## src/rtl/ticktimer_pkg.sv

```systemverilog
package ticktimer_pkg;

   localparam int PS_W = 2;

   typedef enum logic [1:0] {
      REG_CNT_LO = 2'd0,
      REG_CNT_HI = 2'd1,
      REG_CTRL   = 2'd2,
      REG_FLAG   = 2'd3
   } reg_sel_e;

   // bit 7 down to bit 0
   typedef struct packed {
      logic            wide;
      logic            base_hi;
      logic [PS_W-1:0] pscale;
      logic            base_lo;
      logic            sync_off;
      logic            src_ext;
      logic            run;
   } ctrl_t;

   localparam int CTRL_W = $bits(ctrl_t);

endpackage

```

## src/rtl/ticktimer_tick_src.sv

```systemverilog
module ticktimer_tick_src #(
   parameter int SYS_DIV     = 4,
   parameter int SYNC_STAGES = 2
) (
   input  logic clk,
   input  logic rst_n,
   input  logic run,
   input  logic src_ext,
   input  logic sync_off,
   input  logic ext_in,
   output logic tick
);

   logic int_tick;

   generate
      if (SYS_DIV == 1) begin : g_nodiv
         assign int_tick = 1'b1;
      end else begin : g_div
         localparam int DIV_W = $clog2(SYS_DIV);
         logic [DIV_W-1:0] div_q;
         always_ff @(posedge clk or negedge rst_n) begin
            if (!rst_n)                            div_q <= '0;
            else if (div_q == DIV_W'(SYS_DIV - 1)) div_q <= '0;
            else                                   div_q <= div_q + DIV_W'(1);
         end
         assign int_tick = (div_q == DIV_W'(SYS_DIV - 1));
      end
   endgenerate

   logic [SYNC_STAGES-1:0] sync_q;

   generate
      if (SYNC_STAGES == 1) begin : g_sync1
         always_ff @(posedge clk or negedge rst_n) begin
            if (!rst_n) sync_q <= '0;
            else        sync_q <= ext_in;
         end
      end else begin : g_syncn
         always_ff @(posedge clk or negedge rst_n) begin
            if (!rst_n) sync_q <= '0;
            else        sync_q <= {sync_q[SYNC_STAGES-2:0], ext_in};
         end
      end
   endgenerate

   logic ext_lvl, prev_q, armed_q, rise, fall;

   assign ext_lvl = sync_off ? ext_in : sync_q[SYNC_STAGES-1];
   assign rise    = ext_lvl & ~prev_q;
   assign fall    = ~ext_lvl & prev_q;

   always_ff @(posedge clk or negedge rst_n) begin
      if (!rst_n) begin
         prev_q  <= 1'b0;
         armed_q <= 1'b0;
      end else begin
         prev_q <= ext_lvl;
         if (!(run && src_ext)) armed_q <= 1'b0;
         else if (fall)         armed_q <= 1'b1;
      end
   end

   assign tick = run & (src_ext ? (rise & armed_q) : int_tick);

endmodule

```

## src/rtl/ticktimer_prescale.sv

```systemverilog
module ticktimer_prescale #(
   parameter int PS_W = 2
) (
   input  logic            clk,
   input  logic            rst_n,
   input  logic            clr,
   input  logic            tick,
   input  logic [PS_W-1:0] ps,
   output logic            adv
);

   localparam int PRE_W = (1 << PS_W) - 1;

   logic [PRE_W-1:0] pre_q;
   logic [PRE_W-1:0] mask;

   always_comb mask = PRE_W'((1 << ps) - 1);

   assign adv = tick & ((pre_q & mask) == mask);

   always_ff @(posedge clk or negedge rst_n) begin
      if (!rst_n)    pre_q <= '0;
      else if (clr)  pre_q <= '0;
      else if (tick) pre_q <= pre_q + PRE_W'(1);
   end

endmodule

```

## src/rtl/ticktimer_regs.sv

```systemverilog
module ticktimer_regs
   import ticktimer_pkg::*;
#(
   parameter int BYTE_W = 8,
   localparam int CNT_W = 2 * BYTE_W
) (
   input  logic              clk,
   input  logic              rst_n,
   input  logic [1:0]        bus_sel,
   input  logic              bus_wr,
   input  logic              bus_rd,
   input  logic [BYTE_W-1:0] bus_wdata,
   output logic [BYTE_W-1:0] bus_rdata,
   input  logic              cmp_clr,
   input  logic              adv,
   output ctrl_t             ctrl,
   output logic [CNT_W-1:0]  cnt,
   output logic              flag,
   output logic              cnt_load,
   output logic              cnt_wr
);

   ctrl_t              ctrl_q;
   logic [CNT_W-1:0]   cnt_q;
   logic [BYTE_W-1:0]  shadow_q;
   logic               flag_q;
   logic wr_lo, wr_hi, wr_ctrl, wr_flag, rd_lo, hi_direct, inc_go, wrap;

   assign wr_lo     = bus_wr && (bus_sel == REG_CNT_LO);
   assign wr_hi     = bus_wr && (bus_sel == REG_CNT_HI);
   assign wr_ctrl   = bus_wr && (bus_sel == REG_CTRL);
   assign wr_flag   = bus_wr && (bus_sel == REG_FLAG);
   assign rd_lo     = bus_rd && (bus_sel == REG_CNT_LO);
   assign hi_direct = wr_hi & ~ctrl_q.wide;
   assign cnt_load  = cmp_clr | wr_lo | hi_direct;
   assign cnt_wr    = wr_lo | wr_hi;
   assign inc_go    = adv & ~cnt_load;
   assign wrap      = inc_go & (&cnt_q);

   always_ff @(posedge clk or negedge rst_n) begin
      if (!rst_n)       ctrl_q <= '0;
      else if (wr_ctrl) ctrl_q <= ctrl_t'(bus_wdata[CTRL_W-1:0]);
   end

   always_ff @(posedge clk or negedge rst_n) begin
      if (!rst_n)         cnt_q <= '0;
      else if (cmp_clr)   cnt_q <= '0;
      else if (wr_lo)     cnt_q <= ctrl_q.wide ? {shadow_q, bus_wdata}
                                               : {cnt_q[CNT_W-1:BYTE_W], bus_wdata};
      else if (hi_direct) cnt_q <= {bus_wdata, cnt_q[BYTE_W-1:0]};
      else if (inc_go)    cnt_q <= cnt_q + CNT_W'(1);
   end

   always_ff @(posedge clk or negedge rst_n) begin
      if (!rst_n)                      shadow_q <= '0;
      else if (wr_hi && ctrl_q.wide)   shadow_q <= bus_wdata;
      else if (rd_lo && ctrl_q.wide)   shadow_q <= cnt_q[CNT_W-1:BYTE_W];
   end

   always_ff @(posedge clk or negedge rst_n) begin
      if (!rst_n)       flag_q <= 1'b0;
      else if (wrap)    flag_q <= 1'b1;
      else if (wr_flag) flag_q <= bus_wdata[0];
   end

   always_comb begin
      case (bus_sel)
         REG_CNT_LO: bus_rdata = cnt_q[BYTE_W-1:0];
         REG_CNT_HI: bus_rdata = ctrl_q.wide ? shadow_q : cnt_q[CNT_W-1:BYTE_W];
         REG_CTRL:   bus_rdata = BYTE_W'(ctrl_q);
         default:    bus_rdata = BYTE_W'(flag_q);
      endcase
   end

   assign ctrl = ctrl_q;
   assign cnt  = cnt_q;
   assign flag = flag_q;

endmodule

```

## src/rtl/ticktimer16.sv

```systemverilog
module ticktimer16
   import ticktimer_pkg::*;
#(
   parameter int BYTE_W      = 8,
   parameter int SYS_DIV     = 4,
   parameter int SYNC_STAGES = 2
) (
   input  logic              clk,
   input  logic              rst_n,
   input  logic [1:0]        bus_sel,
   input  logic              bus_wr,
   input  logic              bus_rd,
   input  logic [BYTE_W-1:0] bus_wdata,
   output logic [BYTE_W-1:0] bus_rdata,
   input  logic              ext_clk_in,
   input  logic              cmp_clr,
   input  logic              irq_en,
   output logic              irq,
   output logic              cmp0_this,
   output logic              cmp1_this
);

   localparam int CNT_W = 2 * BYTE_W;

   generate
      if (BYTE_W < CTRL_W) begin : g_bad_byte
         $error("ticktimer16: BYTE_W must hold the control byte");
      end
      if (SYS_DIV < 1) begin : g_bad_div
         $error("ticktimer16: SYS_DIV must be at least 1");
      end
      if (SYNC_STAGES < 1) begin : g_bad_sync
         $error("ticktimer16: SYNC_STAGES must be at least 1");
      end
   endgenerate

   ctrl_t            ctrl;
   logic [CNT_W-1:0] count_q;
   logic             flag_q, run_on, tick, adv, cnt_load, cnt_wr;

   assign run_on = ctrl.run;

   ticktimer_tick_src #(
      .SYS_DIV     (SYS_DIV),
      .SYNC_STAGES (SYNC_STAGES)
   ) src_i (
      .clk      (clk),
      .rst_n    (rst_n),
      .run      (run_on),
      .src_ext  (ctrl.src_ext),
      .sync_off (ctrl.sync_off),
      .ext_in   (ext_clk_in),
      .tick     (tick)
   );

   ticktimer_prescale #(
      .PS_W (PS_W)
   ) pre_i (
      .clk   (clk),
      .rst_n (rst_n),
      .clr   (cnt_wr | cmp_clr),
      .tick  (tick),
      .ps    (ctrl.pscale),
      .adv   (adv)
   );

   ticktimer_regs #(
      .BYTE_W (BYTE_W)
   ) regs_i (
      .clk       (clk),
      .rst_n     (rst_n),
      .bus_sel   (bus_sel),
      .bus_wr    (bus_wr),
      .bus_rd    (bus_rd),
      .bus_wdata (bus_wdata),
      .bus_rdata (bus_rdata),
      .cmp_clr   (cmp_clr),
      .adv       (adv),
      .ctrl      (ctrl),
      .cnt       (count_q),
      .flag      (flag_q),
      .cnt_load  (cnt_load),
      .cnt_wr    (cnt_wr)
   );

   assign irq       = flag_q & irq_en;
   assign cmp0_this = ctrl.base_hi;
   assign cmp1_this = ctrl.base_hi | ctrl.base_lo;

endmodule

```

## config.mk

```make
export PLATFORM = sky130hd
export DESIGN_NAME = ticktimer16
export DESIGN_NICKNAME = d
export VERILOG_FILES = /design/src/rtl/ticktimer_pkg.sv /design/src/rtl/ticktimer_tick_src.sv /design/src/rtl/ticktimer_prescale.sv /design/src/rtl/ticktimer_regs.sv /design/src/rtl/ticktimer16.sv
export SDC_FILE = /design/constraint.sdc
export NUM_CORES = 1
export LEC_CHECK = 0
export BUFFER_PORTS_ARGS = -buffer_cell sky130_fd_sc_hd__buf_2
export CORE_ASPECT_RATIO = 0.8
export CORE_UTILIZATION = 39
export DETAILED_ROUTE_END_ITERATION = 10
export SETUP_SLACK_MARGIN = 0.1
export SLEW_MARGIN = 0
export SYNTH_ARGS = -nofsm -noshare
export SYNTH_HDL_FRONTEND = slang
export SYNTH_SLANG_ARGS = --single-unit
```

## constraint.sdc

```tcl
create_clock -name clk -period 2.08 [get_ports clk]
set_input_delay 0.208 -clock clk [delete_from_list [all_inputs] [get_ports clk]]
set_output_delay 0.208 -clock clk [all_outputs]
set_load 0.01 [all_outputs]
```

==> results of run 1 <==
registers in the layout, indices dropped and copies added (netlist names):
signal,cells
src_i.armed_q,1
regs_i.flag,1
src_i.prev_q,1
src_i.sync_q,2
regs_i.ctrl,8
src_i.g_div.div_q,2
regs_i.cnt,16
pre_i.pre_q,3
regs_i.shadow_q,8
metrics by stage:
stage	area [um2]	std cells	hold WS (ns)	setup WS, ns	utilization (%)
after global placement	2940	392	0.321	0.207	45.4
after global routing	3100	400	0.0278	0.122	47.9
after floorplan	2640	280	-0.0876	0.334	-
after detailed placement	2940	392	0.319	0.164	45.4
final	3100	400	-0.0341	0.163	47.9
after CTS	3080	400	0.00393	0.113	47.6
cells by family after synthesis:
kind of cell / Yosys count
multiplexers: 28
adder cells (fa/ha/maj): 3
buffers and inverters: 32
AND/OR/NAND/NOR: 83
flip-flops: 42
XOR/XNOR: 9
AO/OA/AOI/OAI: 83
area by class of cell:
class	count	area (um2)	share of cell area [%]
sequential	42	1050	34.0
clock buffer	6	82.6	2.66
inverter	16	60.1	1.94
timing repair buffer	44	263	8.47
multi-input combinational	206	1480	47.7
tap	84	105	3.39
clock inverter	2	60.1	1.94
metal layers:
layer	vias up	track usage (%)
met5	-	0
met2	61	32.9
met4	0	4.96
met3	4	3.39
li1	1095	-
met1	1099	32.2
worst max-delay path by stage:
stage / from / end / slack, ns / cells after the start
final: regs_i.ctrl[7]$_DFFE_PN0P_ / bus_rdata[0] / 0.16 / 3
after global routing: regs_i.cnt[0]$_DFFE_PN0P_ / regs_i.cnt[14]$_DFFE_PN0P_ / 0.12 / 6
after CTS: regs_i.cnt[8]$_DFFE_PN0P_ / bus_rdata[0] / 0.11 / 3
after detailed placement: regs_i.cnt[0]$_DFFE_PN0P_ / regs_i.cnt[14]$_DFFE_PN0P_ / 0.16 / 6
after global placement: regs_i.cnt[0]$_DFFE_PN0P_ / regs_i.cnt[14]$_DFFE_PN0P_ / 0.21 / 6
after floorplan: regs_i.cnt[0]$_DFFE_PN0P_ / regs_i.cnt[14]$_DFFE_PN0P_ / 0.33 / 6
power groups by stage:
stage	logic (mW)	registers, mW	clock network [mW]
after floorplan	0.424	1.06	0
after global routing	0.656	1.13	0.846
final	0.587	1.11	0.807
after detailed placement	0.586	1.12	0
after CTS	0.589	1.10	0.823
after global placement	0.578	1.11	0
cells in the mapped netlist, drive strengths merged (2+ instances only):
cell type	n
a22oi	6
inv	16
mux2	8
or2	3
nand2b	3
nand3	7
xnor2	6
buf	9
nor4	6
a31oi	2
mux2i	19
and2	2
a21oi	17
nand2	29
a221oi	2
a32oi	3
clkbuf	7
dfrtp	42
ha	3
a32o	2
nor2b	4
o21ai	29
xor2	3
o22ai	8
o32a	6
a22o	2
nor3	7
nand4	5
nor2	13
what timing repair did:
| action | in CTS | in global routing |
|---|---|---|
| resized for setup | 0 | 5 |
| hold buffers | 0 | 0 |
| endpoints found under the setup margin | 0 | 3 |
worst max-delay path: stages (launching register included):
cell and delay [ns]:
dfrtp_2 0.46, mux2_1 0.34, mux4_2 0.46, buf_2 0.15
==> results.md, run 1 <==
- GRT Util Overall: 21.5%
- First-pass GRT wire length: 11,400 um
- Syn Inst Count: 280
- H-Tree Level Count: 2
- Top Ports: 28
- Clock Power Share: 32.3%
- Max_cap viols: 0
- Largest net degree at the start of global routing: 43
- Initial core utilization: 40.8%
- Max Fclk: 522 MHz
- Max VDD drop: 0.388 mV
- Post-synthesis xor/xnor area fraction: 2.98%
- Worst r2r dst: regs_i.cnt[14]$_DFFE_PN0P_
- Avg Cell Area, Syn: 9.44 um2
- Post-route DRC: 0
- Bufs on Longest Clock Path: 2
- Metal2 WL: 3030 um
- GP Congestion: 0.855
- Sw Share: 30.9%
- Failing checks: hold timing
- Reg2Reg Setup Slack: 0.23 ns
- Post-route setup TNS: 0 ns
- Sequential fraction of design power: 44.2%
- WS Path Type: reg2out
- Worst hold slack: -0.0341 ns
- Total global routing overflow: 0
- Post-synthesis compound-gate area fraction: 21.7%
- Post-CTS Setup Inserts: 0
- Most common cell after layout, fill and taps aside: dfrtp_1
- Initial antenna violation count: 0
- Fillers: 639
- Synth Area in Adders: 1.42%
- Post-synth cell types: 54
- Die Wd: 94.1 um
- CP Launch Type: register
- Die Height: 75.6 um
- Sw Pwr: 0.771 mW
- Internal Dissipation: 1.73 mW
- Drt pass-1 iters: 4
- Top-area cell type share of the netlist area: 39.8%
- Core area: 6470 um2
- Total number of vias: 2,259
- CTS tree: built
- ANT nets after route: 0
- HP Class: in2async
- Slew Limit Headroom: 63.1%
- Pwr Total: 2.50 mW
- Worst Path Arrival: 1.71 ns
- Final Cycle Share: 92.2%
- Multiplexer share of the synthesized area: 11.5%
- Lkg Pwr: 1.32 nW
- Reg2Reg Launch Point: regs_i.cnt[1]$_DFFE_PN0P_
- Post-Route M1 WL: 3580 um
- Vias in the first global route: 2,115
- #FFs+latches synth: 42
- Clk_lat worst skew: 0.29 ns
- Asr flop ratio synth: 100%
- Area growth syn-to-layout: 17.4%
- Met3 WL: 405 um
- Nets: 335
- Final Hold Viols: 41
- Total Wirelength: 7060 um
- Minimum clock period: 1.92 ns
- Post-synthesis sequential area ratio: 39.8%
- Layout Skew: 0.00343 ns
- DR top layer: met4
- FP Rows: 26
- Comb pwr share: 23.5%
- Die area: 7110 um2
- WL/cell: 17.7 um
- Antenna diodes: 0
- Num CTS Buffers: 5
- Depth of the worst register-to-register path: 6
- Detailed-route vias per instance: 5.65
- Final setup vio count: 0
- Status: finished, violations left
- Post-synth EDFFs: 0
- Synth Cell Area: 2640 um2
- Fraction of layout cells with a size suffix above 1: 24.7%
- Most frequent cells in the layout: dfrtp_1 (40), nand2_1 (29), buf_2 (27)
- CP required: 1.87 ns
- Port Buf Inserts: 27
- Largest family of logic cells by synthesized area: compound AO/OA/AOI/OAI gates
- Clock root cell: clkbuf_8
- Detailed Route Iter0 Violations: 127
- Worst-Margin Slew: 0.554 ns
- RSZ-0062 raised after global routing: no
- Simple logic cell fraction of the synthesized area: 17.7%
- Area leader, netlist: dfrtp_1
- Pwr Density: 806 nW/um2
- Clock slew at reported path FFs: 0.08 ns
- Crit-path max FO: 7
- Synth Flop Type: dfrtp_1
- Syn Nets: 300
- CTS Sinks: 42
- YS warnings: 0
- Slew Viols, Final: 0
- CP endpoint kind: output port
- Post-DP HPWL: 5170 um
- Ranking of synthesized cells by area: dfrtp_1 (40%), mux2i_1 (7.2%), nand2_1 (4.1%), o21ai_1 (3.6%), a21oi_1 (3.2%)
(Power assumes the default switching activity.)
==> run 2, diff against run 1 <==
- BUFFER_PORTS_ARGS: -buffer_cell sky130_fd_sc_hd__buf_2 -> -buffer_cell sky130_fd_sc_hd__clkbuf_2
- MAX_ROUTING_LAYER: not set -> met4
==> results.md, run 2 (synthesis gave the netlist of run 1 again) <==
- Status: complete, no violations
- Placed standard-cell area: 2950 um2
- Lkg Pwr: 1.30 nW
- Die Height: 75.6 um
- Final Hold Viols: 0
- Minimum clock period: 1.95 ns
- Worst Path Arrival: 2.14 ns
- Design Area, Final: 3070 um2
- Area growth syn-to-layout: 16.3%
- Max VDD drop: 0.396 mV
- Final setup vio count: 0
- Fin cells: 403
- CTS tree: built
- Slew Viols, Final: 0
- FP Rows: 26
- Top Ports: 28
- Total Wirelength: 7030 um
- Worst-Margin Slew: 0.557 ns
- Port Buf Inserts: 27
- Total global routing overflow: 0
- Initial core utilization: 40.8%
- HP Class: in2reg
- Antenna diodes: 0
- Clock slew at reported path FFs: 0.09 ns
- Nets: 338
- Crit-path max FO: 7
- Layout Skew: 0.0137 ns
- Total number of vias: 2,285
- Flip-flop count of the largest register after layout: 16
- Post-CTS Setup Inserts: 0
- WL/cell: 17.4 um
- GP Congestion: 0.857
- Drt pass-1 iters: 5
- Die area: 7110 um2
- Max_cap viols: 0
- Post-Route Utilization: 47.5%
- Core area: 6470 um2
- Post-route DRC: 0
- CP required: 2.27 ns
- CP endpoint kind: register
- Storage element area: 1050 um2
- Detailed-route vias per instance: 5.67
- Final Cycle Share: 93.6%
- Slew Limit Headroom: 62.9%
- CTS Sinks: 42
- Detailed Route Iter0 Violations: 195
- Fraction of layout cells with a size suffix above 1: 24.5%
- First-pass GRT wire length: 11,300 um
- Die Wd: 94.1 um
- Num CTS Buffers: 5
- Fillers: 634
- ANT nets after route: 0
- Largest net degree at the start of global routing: 22
- Pwr Density: 763 nW/um2
- WS Path Type: reg2reg
- CP Launch Type: register
- GRT Util Overall: 22.2%
- Post-DP HPWL: 5280 um
- Vias in the first global route: 2,101
- Clock root cell: clkbuf_8
- Clk_lat worst skew: 0.30 ns
- Post-Place Cells: 394
- Most frequent cells in the layout: dfrtp_1 (40), nand2_1 (29), clkbuf_2 (27)
- Bufs on Longest Clock Path: 2
- Reg2Reg Setup Slack: 0.13 ns
- Max Fclk: 514 MHz
- RSZ-0062 raised after global routing: yes
- Most common cell after layout, fill and taps aside: dfrtp_1
- Area of the multi-input gates: 1460 um2
- Initial antenna violation count: 0
- H-Tree Level Count: 2
## run 2: worst paths after layout
check                      cells past startpoint                       from                         end
max                                            6  regs_i.cnt[0]$_DFFE_PN0P_  regs_i.cnt[14]$_DFFE_PN0P_
min                                            1                 ext_clk_in   src_i.sync_q[0]$_DFF_PN0_
max reg2reg                                    6  regs_i.cnt[0]$_DFFE_PN0P_  regs_i.cnt[14]$_DFFE_PN0P_
min reg2reg                                    0  src_i.sync_q[0]$_DFF_PN0_   src_i.sync_q[1]$_DFF_PN0_
min in group asynchronous                      2                      rst_n  pre_i.pre_q[1]$_DFFE_PN0P_
max in group asynchronous                      3                      rst_n  regs_i.ctrl[7]$_DFFE_PN0P_
## run 2: final cells by class
type | instances | area share, %
multi-input combinational | 206 | 47.5
tap | 84 | 3.42
timing repair buffer | 47 | 9.36
clock buffer | 5 | 2.24
clock inverter | 3 | 1.30
inverter | 16 | 1.95
sequential | 42 | 34.3
## run 2: critical path: stages, from the launching register on
cell     delay [ns]
dfrtp_1        0.42
ha_1           0.21
nand3_1        0.25
nor4_2         0.40
xor2_1         0.11
a22o_1         0.21
a32o_1         0.24
## run 2: report_power, final
part	total [mW]	switching (mW)	internal [mW]	leakage, nW
Sequential	1.10	0.155	0.949	0.530
Clock	0.654	0.300	0.354	0.0579
Combinational	0.589	0.319	0.270	0.715
Total	2.35	0.774	1.57	1.30
## run 2: what timing repair did
action                     CTS  global route
hold endpoints to repair    19             0
hold buffers                 1             0
setup endpoints to repair    0             3
gates resized for setup      0             2
## run 2: per-stage QoR
| step | total power, mW | setup TNS, ns | hold WS [ns] | worst slack [ns] |
|---|---|---|---|---|
| after floorplan | 1.48 | 0 | -0.0876 | 0.334 |
| after global placement | 1.69 | 0 | 0.223 | 0.205 |
| after detailed placement | 1.71 | 0 | 0.221 | 0.160 |
| after CTS | 2.35 | 0 | 0.0215 | 0.128 |
| after global routing | 2.48 | -0.00784 | 0.0190 | -0.00784 |
| final | 2.35 | 0 | 0.0189 | 0.134 |
## run 2: layer usage
metal  up-vias  routed length, um  global-route usage, %
li1       1102                  -                      -
met1      1104               3640                   32.5
met2        72               2980                   32.4
met3         7                360                   3.49
met4         0                 52                   4.96
met5         -                  0                      -
==> run 3, diff against run 2 <==
- ABC_AREA: not set -> 1
==> results.md, run 3 <==
- Status: complete, no violations
- Bufs on Longest Clock Path: 2
- Post-synthesis sequential area ratio: 37.5%
- Synth Cell Area: 2800 um2
- Sequential fraction of design power: 45.0%
- Place WS: 0.349 ns
- Most frequent cells in the layout: nand2_1 (122), inv_1 (59), dfrtp_1 (42)
- Flip-flop count of the largest register after layout: 16
- Die Wd: 96.7 um
- #FFs+latches synth: 42
- Comb pwr share: 27.3%
- Antenna diodes: 0
- Lkg Pwr: 1.59 nW
- Initial core utilization: 40.4%
- Asr flop ratio synth: 100%
- Post-synth EDFFs: 0
- Internal Dissipation: 1.54 mW
- Total global routing overflow: 0
- RSZ-0062 raised after global routing: no
- Pwr Total: 2.42 mW
- CTS tree: built
- Vias in the first global route: 2,672
- Most common cell after layout, fill and taps aside: nand2_1
- Post-CTS Setup Inserts: 0
- Post-DP HPWL: 6340 um
- Worst hold slack: 0.0191 ns
- Max_cap viols: 0
- Post-Route Utilization: 45.4%
- Reg2Reg Launch Point: regs_i.ctrl[2]$_DFFE_PN0P_
- Area leader, netlist: dfrtp_1
- Minimum clock period: 1.80 ns
- Depth of the worst register-to-register path: 11
- Port Buf Inserts: 27
- Reg2Reg Setup Slack: 0.28 ns
- WS Path Type: reg2reg
- CP endpoint kind: register
- Worst r2r dst: regs_i.cnt[5]$_DFFE_PN0P_
- CP Launch Type: register
- Total Wirelength: 8310 um
- PnR worst setup slack: 0.283 ns
- Core area: 6930 um2
- CTS Sinks: 42
- H-Tree Level Count: 2
- GP Congestion: 0.884
- Drt pass-1 iters: 5
- Clock slew at reported path FFs: 0.09 ns
- Slew Viols, Final: 0
- Total number of vias: 2,786
- Num CTS Buffers: 5
- Detailed-route vias per instance: 5.33
- Design Area, Final: 3140 um2
- Clk_lat worst skew: 0.31 ns
- Synth Flop Type: dfrtp_1
- HP Class: in2reg
- Post-route DRC: 0
- Largest net degree at the start of global routing: 18
- Top Ports: 28
- Post-route setup TNS: 0 ns
- Final Cycle Share: 86.4%
- Placed standard-cell area: 3020 um2
- Area growth syn-to-layout: 12.2%
- Sw Share: 36.2%
- Max VDD drop: 0.328 mV
- Nets: 455
- Final setup vio count: 0
- Pwr Density: 769 nW/um2
- WL/cell: 15.9 um
- Count leader, synth: nand2_1
- Slew Limit Headroom: 64.0%
- WHS Path Cells: 1
- Max Fclk: 557 MHz
- Detailed Route Iter0 Violations: 199
- Clock Power Share: 27.7%
- ANT nets after route: 0
- Initial antenna violation count: 0
- Die area: 7530 um2
- Met1 Use GR: 33.9%
- Die Height: 77.8 um
- Top-area cell type share of the netlist area: 37.5%
- Most crowded layer after global routing: met2
- Syn Nets: 424
- Crit-path max FO: 15
- Post-Place Cells: 514
- Commonest cells in the netlist: nand2_1 (122), inv_1 (59), dfrtp_1 (42), o21ai_0 (37), nor2_1 (26)
- Worst Path Arrival: 2.03 ns
- Syn Inst Count: 404
- YS warnings: 0
- Worst-Margin Slew: 0.539 ns
- Met3 usage: 3.96%
- Layout Skew: 0.00749 ns
- Clock root cell: clkbuf_8
- Sw Pwr: 0.875 mW
- Fin cells: 523
- Hold Crit Start: ext_clk_in
- GRT Util Overall: 23.9%
- Hold Path End: src_i.sync_q[0]$_DFF_PN0_
- Post-synth cell types: 29
- CP required: 2.31 ns
- FP Rows: 27
- Met2 Use GR: 35.4%
- Avg Cell Area, Syn: 6.93 um2
- Final Hold Viols: 0
- Ranking of synthesized cells by area: dfrtp_1 (38%), nand2_1 (16%), inv_1 (7.9%), o21ai_0 (6.6%), nand3_1 (4.3%)
- First-pass GRT wire length: 13,800 um
- Fraction of layout cells with a size suffix above 1: 15.6%
run 3: power groups by stage:
stage | Combinational [mW] | Sequential (mW) | Clock [mW]
floorplan | 0.462 | 1.06 | 0
global placement | 0.648 | 1.09 | 0
detailed placement | 0.653 | 1.10 | 0
CTS | 0.658 | 1.08 | 0.670
global route | 0.748 | 1.10 | 0.712
finish | 0.660 | 1.09 | 0.670
run 3: cell families after synthesis:
logic type | after synthesis | synth area share, %
simple gates | 195 | 30.7
buf+inv | 72 | 10.7
fa+ha+maj | 3 | 1.34
xor+xnor | 2 | 0.626
compound gates | 89 | 18.7
flops | 42 | 37.5
mux | 1 | 0.357
run 3: how the worst max path moves through the flow:
| stage | startpoint | slack [ns] | endpoint | cells after the start |
|---|---|---|---|---|
| 3_5_place_dp | regs_i.ctrl[2]$_DFFE_PN0P_ | 0.35 | regs_i.cnt[1]$_DFFE_PN0P_ | 11 |
| 6_report | regs_i.ctrl[2]$_DFFE_PN0P_ | 0.28 | regs_i.cnt[5]$_DFFE_PN0P_ | 11 |
| 2_1_floorplan | src_i.g_div.div_q[0]$_DFF_PN0_ | 0.62 | regs_i.cnt[5]$_DFFE_PN0P_ | 9 |
| 3_3_place_gp | regs_i.ctrl[2]$_DFFE_PN0P_ | 0.38 | regs_i.cnt[1]$_DFFE_PN0P_ | 11 |
| 5_1_grt | regs_i.ctrl[2]$_DFFE_PN0P_ | 0.14 | regs_i.cnt[4]$_DFFE_PN0P_ | 11 |
| 4_1_cts | regs_i.ctrl[2]$_DFFE_PN0P_ | 0.30 | regs_i.cnt[4]$_DFFE_PN0P_ | 11 |
run 3: layout make-up:
type | count | area [um2]
fill | 726 | 3780
timing repair buffer | 34 | 190
inverter | 62 | 233
sequential | 42 | 1050
clock buffer | 5 | 68.8
multi-input combinational | 290 | 1450
clock inverter | 3 | 40.0
tap | 87 | 109
run 3: critical path, stage by stage (launching register included):
cell and delay (ns):
dfrtp_1 0.42, inv_1 0.06, nand2_1 0.06, nand2_1 0.08, nand2_1 0.06, nand2_1 0.09, nand3_2 0.21, inv_1 0.16
nand2_1 0.10, nand2_2 0.29, nand2_1 0.11, o21ai_2 0.07
run 3: timing repair:
action | 4_1_cts | 5_1_grt
endpoints found under the hold margin | 15 | 0
hold buffers | 1 | 0
gates resized for setup | 0 | 0
run 3: layer usage:
| layer | vias to the layer above | routed length (um) |
|---|---|---|
| li1 | 1371 | - |
| met1 | 1312 | 4120 |
| met2 | 93 | 3540 |
| met3 | 10 | 555 |
| met4 | 0 | 92 |
| met5 | - | 0 |
